File: config.mk
export PLATFORM = sky130hd
export DESIGN_NAME = codec_capture_ctl
export DESIGN_NICKNAME = d
export VERILOG_FILES = /design/src/rtl/codec_capture_ctl.sv
export SDC_FILE = /design/constraint.sdc
export NUM_CORES = 1
export LEC_CHECK = 0
export ABC_AREA = 0
export BUFFER_PORTS_ARGS = -buffer_cell sky130_fd_sc_hd__buf_4
export CORE_ASPECT_RATIO = 0.8
export CORE_UTILIZATION = 48
export CTS_CLUSTER_SIZE = 8
export DETAILED_ROUTE_END_ITERATION = 10
export PLACE_DENSITY = 0.65
export SLEW_MARGIN = 20
export SYNTH_ARGS = -nofsm -noshare
export SYNTH_HDL_FRONTEND = slang
export SYNTH_SLANG_ARGS = --single-unit
File: constraint.sdc
create_clock -name bit_clk -period 4.23 [get_ports bit_clk]
set_input_delay 0.846 -clock bit_clk [delete_from_list [all_inputs] [get_ports bit_clk]]
set_output_delay 0.846 -clock bit_clk [all_outputs]
set_load 0.01 [all_outputs]
File: src/rtl/codec_capture_ctl.sv
module codec_capture_ctl #(
  parameter int TAG_W      = 16,
  parameter int SLOT_W     = 20,
  parameter int NUM_SLOTS  = 12,
  parameter int SAMPLE_W   = 16,
  parameter int LEFT_SLOT  = 3,
  parameter int RIGHT_SLOT = 4
) (
  input  logic                bit_clk,
  input  logic                rst_n,
  input  logic                start_async,
  input  logic                sdata_in,
  output logic                sync,
  output logic                sdata_out,
  input  logic                fifo_full,
  output logic                fifo_wr_en,
  output logic [SAMPLE_W-1:0] fifo_wr_data
);
  localparam int FRAME_W = TAG_W + SLOT_W * NUM_SLOTS;
  localparam int POS_W   = $clog2(FRAME_W);
  localparam int N_CMDS  = 4;
  localparam int IDX_W   = $clog2(N_CMDS);
  localparam int A_START = TAG_W;
  localparam int D_START = TAG_W + SLOT_W;
  localparam int L_END   = TAG_W + LEFT_SLOT * SLOT_W - 1;
  localparam int R_END   = TAG_W + RIGHT_SLOT * SLOT_W - 1;
  localparam logic [POS_W-1:0] LAST_P  = POS_W'(FRAME_W - 1);
  localparam logic [POS_W-1:0] L_END_P = POS_W'(L_END);
  localparam logic [POS_W-1:0] R_END_P = POS_W'(R_END);

  typedef enum logic [1:0] {ST_IDLE, ST_CFG, ST_CAP} state_t;

  function automatic logic [22:0] cmd_word(input logic [IDX_W-1:0] i);
    case (i)
      2'd0:    cmd_word = {7'h02, 16'h0000};
      2'd1:    cmd_word = {7'h0E, 16'h0008};
      2'd2:    cmd_word = {7'h1A, 16'h0000};
      default: cmd_word = {7'h1C, 16'h0F0F};
    endcase
  endfunction

  state_t             state;
  logic [POS_W-1:0]   pos;
  logic [IDX_W-1:0]   cmd_idx;
  logic               start_s1, start_s2;
  logic [SLOT_W-1:0]  rx_sh;

  wire running = (state != ST_IDLE);
  wire pending = (state == ST_CFG);
  wire [22:0] cmd = cmd_word(cmd_idx);
  wire [SLOT_W-1:0] addr_slot = {1'b0, cmd[22:16], 12'b0};
  wire [SLOT_W-1:0] data_slot = {cmd[15:0], 4'b0};

  assign sync = running && (int'(pos) < TAG_W);

  always_comb begin
    int p;
    p = int'(pos);
    sdata_out = 1'b0;
    if (running) begin
      if (p == 0)
        sdata_out = 1'b1;
      else if (p < 3)
        sdata_out = pending;
      else if (p >= A_START && p < D_START)
        sdata_out = pending && addr_slot[SLOT_W-1-(p-A_START)];
      else if (p >= D_START && p < D_START + SLOT_W)
        sdata_out = pending && data_slot[SLOT_W-1-(p-D_START)];
    end
  end

  always_ff @(posedge bit_clk or negedge rst_n) begin
    if (!rst_n) begin
      start_s1     <= 1'b0;
      start_s2     <= 1'b0;
      state        <= ST_IDLE;
      pos          <= '0;
      cmd_idx      <= '0;
      fifo_wr_en   <= 1'b0;
      fifo_wr_data <= '0;
    end else begin
      start_s1   <= start_async;
      start_s2   <= start_s1;
      fifo_wr_en <= 1'b0;
      if (state == ST_IDLE) begin
        pos <= '0;
        if (start_s2) state <= ST_CFG;
      end else begin
        pos <= (pos == LAST_P) ? '0 : pos + 1'b1;
        if (state == ST_CFG && pos == LAST_P) begin
          if (cmd_idx == IDX_W'(N_CMDS - 1)) state <= ST_CAP;
          else cmd_idx <= cmd_idx + 1'b1;
        end
        if (state == ST_CAP && (pos == L_END_P || pos == R_END_P) && !fifo_full) begin
          fifo_wr_en   <= 1'b1;
          fifo_wr_data <= rx_sh[SLOT_W-1 -: SAMPLE_W];
        end
      end
    end
  end

  always_ff @(negedge bit_clk or negedge rst_n) begin
    if (!rst_n) rx_sh <= '0;
    else if (running) rx_sh <= {rx_sh[SLOT_W-2:0], sdata_in};
  end
endmodule


==> flow_summary_export.csv <==
group,metric,value,unit
power_and_ir_drop,vdd_drop_max,247,µV
yosys,synth_ff_type,"dfrtp_1",
yosys,yosysUniqueCellTypes,38,
route,routedWlPerCell,13.7,µm
critical_path,r2r-end,"rx_sh[9]",
timing,max_slew_margin,54.8,%
grt,grt-ovfl-total,0,
critical_path,crit_end,"rx_sh[9]",
placed_design,gp_congestion,0.954,
grt,track_usage,16.3,%
route,viasPerCell,5.17,
route,wl_met2,1710,µm
clocking,clock_latency,0.30,ns
floorplan,start_util,50.8,%
hold_path,hp-class,"flop to flop",
critical_path,end_kind,"flop",
route,num_vias,1386,
route,postRouteAntennaNets,0,
critical_path,r2r_cells,3,
floorplan,dieArea,5240,µm²
power_and_ir_drop,power_per_cell_area,509,nW/µm²
floorplan,io_pins,24,
yosys,syn_area,2380,µm²
grt,grt_pass1_vias,1332,
critical_path,crit_type,"flop to flop",
yosys,synth_edf_count,0,
clocking,cts_sinks,51,
yosys,ys_ff_latch,51,
layout,final_nets,223,
route,drt_iter0_markers,48,
layout,area_growth,14.1,%
grt,antenna_found_initial,0,
yosys,yosysSeqAreaShare,53.7,%
route,dr_wl_met3,167,µm
placed_design,io_buffers,23,
clocking,cts_resized,0,
yosys,yosysMostFrequentCell,"dfrtp_1",
floorplan,die_y,64.9,µm
yosys,synth_top_cell_area_share,32.6,%
critical_path,critPathMaxStageDelay,0.47,ns
status,status,"finished, final reports clean",
critical_path,arrival,1.50,ns
layout,fillers,390,
floorplan,core,4680,µm²
clocking,h-tree-depth,2,
power_and_ir_drop,p_leak,1.31,nW
critical_path,r2r_start,"state[1]",
run,drv_cap,0,
grt,grt_pass1_wl,6310,µm
placed_design,hpwl,2640,µm
yosys,syn_inst,182,
layout,drive_gt1_share,37.0,%
critical_path,worstPathCellList,"nor2_2, buf_4, mux2_2",
route,wl_met1,1730,µm
route,drt_wl_total,3680,µm
floorplan,die_w,80.7,µm
timing,final_hold_viol_count,0,
clocking,cts.path.max_buffers,2,
floorplan,rows,22,
critical_path,start_kind,"flop",
critical_path,critPathRequiredTime,2.26,ns
layout,fin_area,2710,µm²
yosys,synth.largest_area_cell,"dfrtp_1",
yosys,avgSynthCellArea,13.1,µm²
route,dr.max_layer_used,"met4",
critical_path,cp_max_fo,15,
placed_design,place_area,2590,µm²
critical_path,rrSetupSlack,0.75,ns
timing,setup_viol,0,
timing,slew_viol_final,0,
yosys,yosysWarnings,0,
clocking,cts_hold_buf,0,
clocking,cts_buffers,5,
critical_path,crit_start,"state[1]",
grt,grt_max_degree,45,
hold_path,hold_path.startpoint,"start_s1",
yosys,synth_async_sr_flop_share,100,%
clocking,cts_tree,"yes",
yosys,synthTopCellsByArea,"dfrtp_1 (33%), dfrtn_1 (21%), mux2_2 (13%), mux2_4 (6.3%), ha_1 (5.8%)",
clocking,post_cts_buffers,0,
critical_path,slowest_stage,"dfrtp_1",
route,first_pass_iters,4,
timing,tightestPinTransition,0.671,ns
timing,setup_tns,0,ns
yosys,synth_nets,198,
clocking,clock-root-buffer,"clkbuf_8",
timing,rsz0062_at_grt,"false",
yosys,synth_commonest_cells,"dfrtp_1 (31), mux2_2 (27), dfrtn_1 (20)",
layout,diodes,0,
clocking,path_clk_slew,0.08,ns
route,drc,0,
timing,skew,0.00930,ns
==> how the worst min path moves through the flow <==
| stage | cells past startpoint | to |
|---|---|---|
| 2_1_floorplan | 0 | start_s2 |
| 3_3_place_gp | 0 | start_s2 |
| 3_5_place_dp | 0 | start_s2 |
| 4_1_cts | 0 | start_s2 |
| 5_1_grt | 0 | start_s2 |
| 6_report | 0 | start_s2 |
==> placed cells by master, fill, tap and decap left out, types with 3 or more instances in the layout <==
master    instances
dfrtp_1          31
mux2_2           27
buf_4            26
dfrtn_1          20
nor2_1           16
ha_1             11
mux2_4           10
inv_1             9
nand2_1           8
clkbuf_8          6
xnor2_1           5
xor2_1            4
nand4_1           3
o21ai_0           3
nand3_1           3
nand2b_1          3
o41ai_1           3
==> registers in the layout, summed over array words and instances (netlist names) <==
| signal | count |
|---|---|
| rx_sh | 20 |
| fifo_wr_data | 16 |
| pos | 8 |
| cmd_idx | 2 |
| state | 2 |
| fifo_wr_en | 1 |
| start_s1 | 1 |
| start_s2 | 1 |
==> per-layer routing <==
metal	vias to the layer above	track usage, %
met5	-	0
met4	0	7.14
met3	9	4.37
met2	29	24.6
met1	680	21.9
li1	668	-
==> area by class of cell <==
class | instances | area (µm²) | area share [%]
inverters | 9 | 33.8 | 1.25
clock buffers | 6 | 82.6 | 3.05
clock inverters | 2 | 35.0 | 1.29
multi-input cells | 114 | 1010 | 37.4
well taps | 60 | 75.1 | 2.77
repair buffers | 26 | 195 | 7.20
flip-flops and latches | 51 | 1280 | 47.1
==> logic make-up (layout without fill, tap and decap cells) <==
kind of cell             Yosys count  after routing  share of synthesized area [%]
adder cells (fa/ha/maj)           11             11                           5.79
AND/OR/NAND/NOR                   42             42                           9.69
AO/OA/AOI/OAI                     14             14                           4.32
buffers and inverters             17             43                           3.68
multiplexers                      38             38                           19.5
flip-flops                        51             51                           53.7
XOR/XNOR                           9              9                           3.32
==> through the flow <==
| stage | hold slack [ns] | power [mW] | cells | setup slack (ns) | utilization [%] |
|---|---|---|---|---|---|
| floorplan | 0.331 | 0.951 | 182 | 0.653 | - |
| global route | 0.374 | 1.47 | 268 | 0.656 | 57.9 |
| CTS | 0.358 | 1.39 | 268 | 0.732 | 57.9 |
| global placement | 0.334 | 1.03 | 260 | 0.757 | 55.4 |
| detailed placement | 0.338 | 1.05 | 260 | 0.756 | 55.4 |
| finish | 0.355 | 1.38 | 268 | 0.754 | 57.9 |
==> where the power goes <==
part / switching [mW] / internal (mW) / total [mW]
Combinational: 0.155 / 0.182 / 0.337
Clock: 0.151 / 0.191 / 0.342
Sequential: 0.104 / 0.596 / 0.701
==> critical path: cells and delay by family (launching register included) <==
family                 cells  cell delay, ns
flip-flops                 1            0.47
multiplexers               1            0.35
buffers and inverters      1            0.23
AND/OR/NAND/NOR            1            0.16
(Power assumes the default switching activity.)
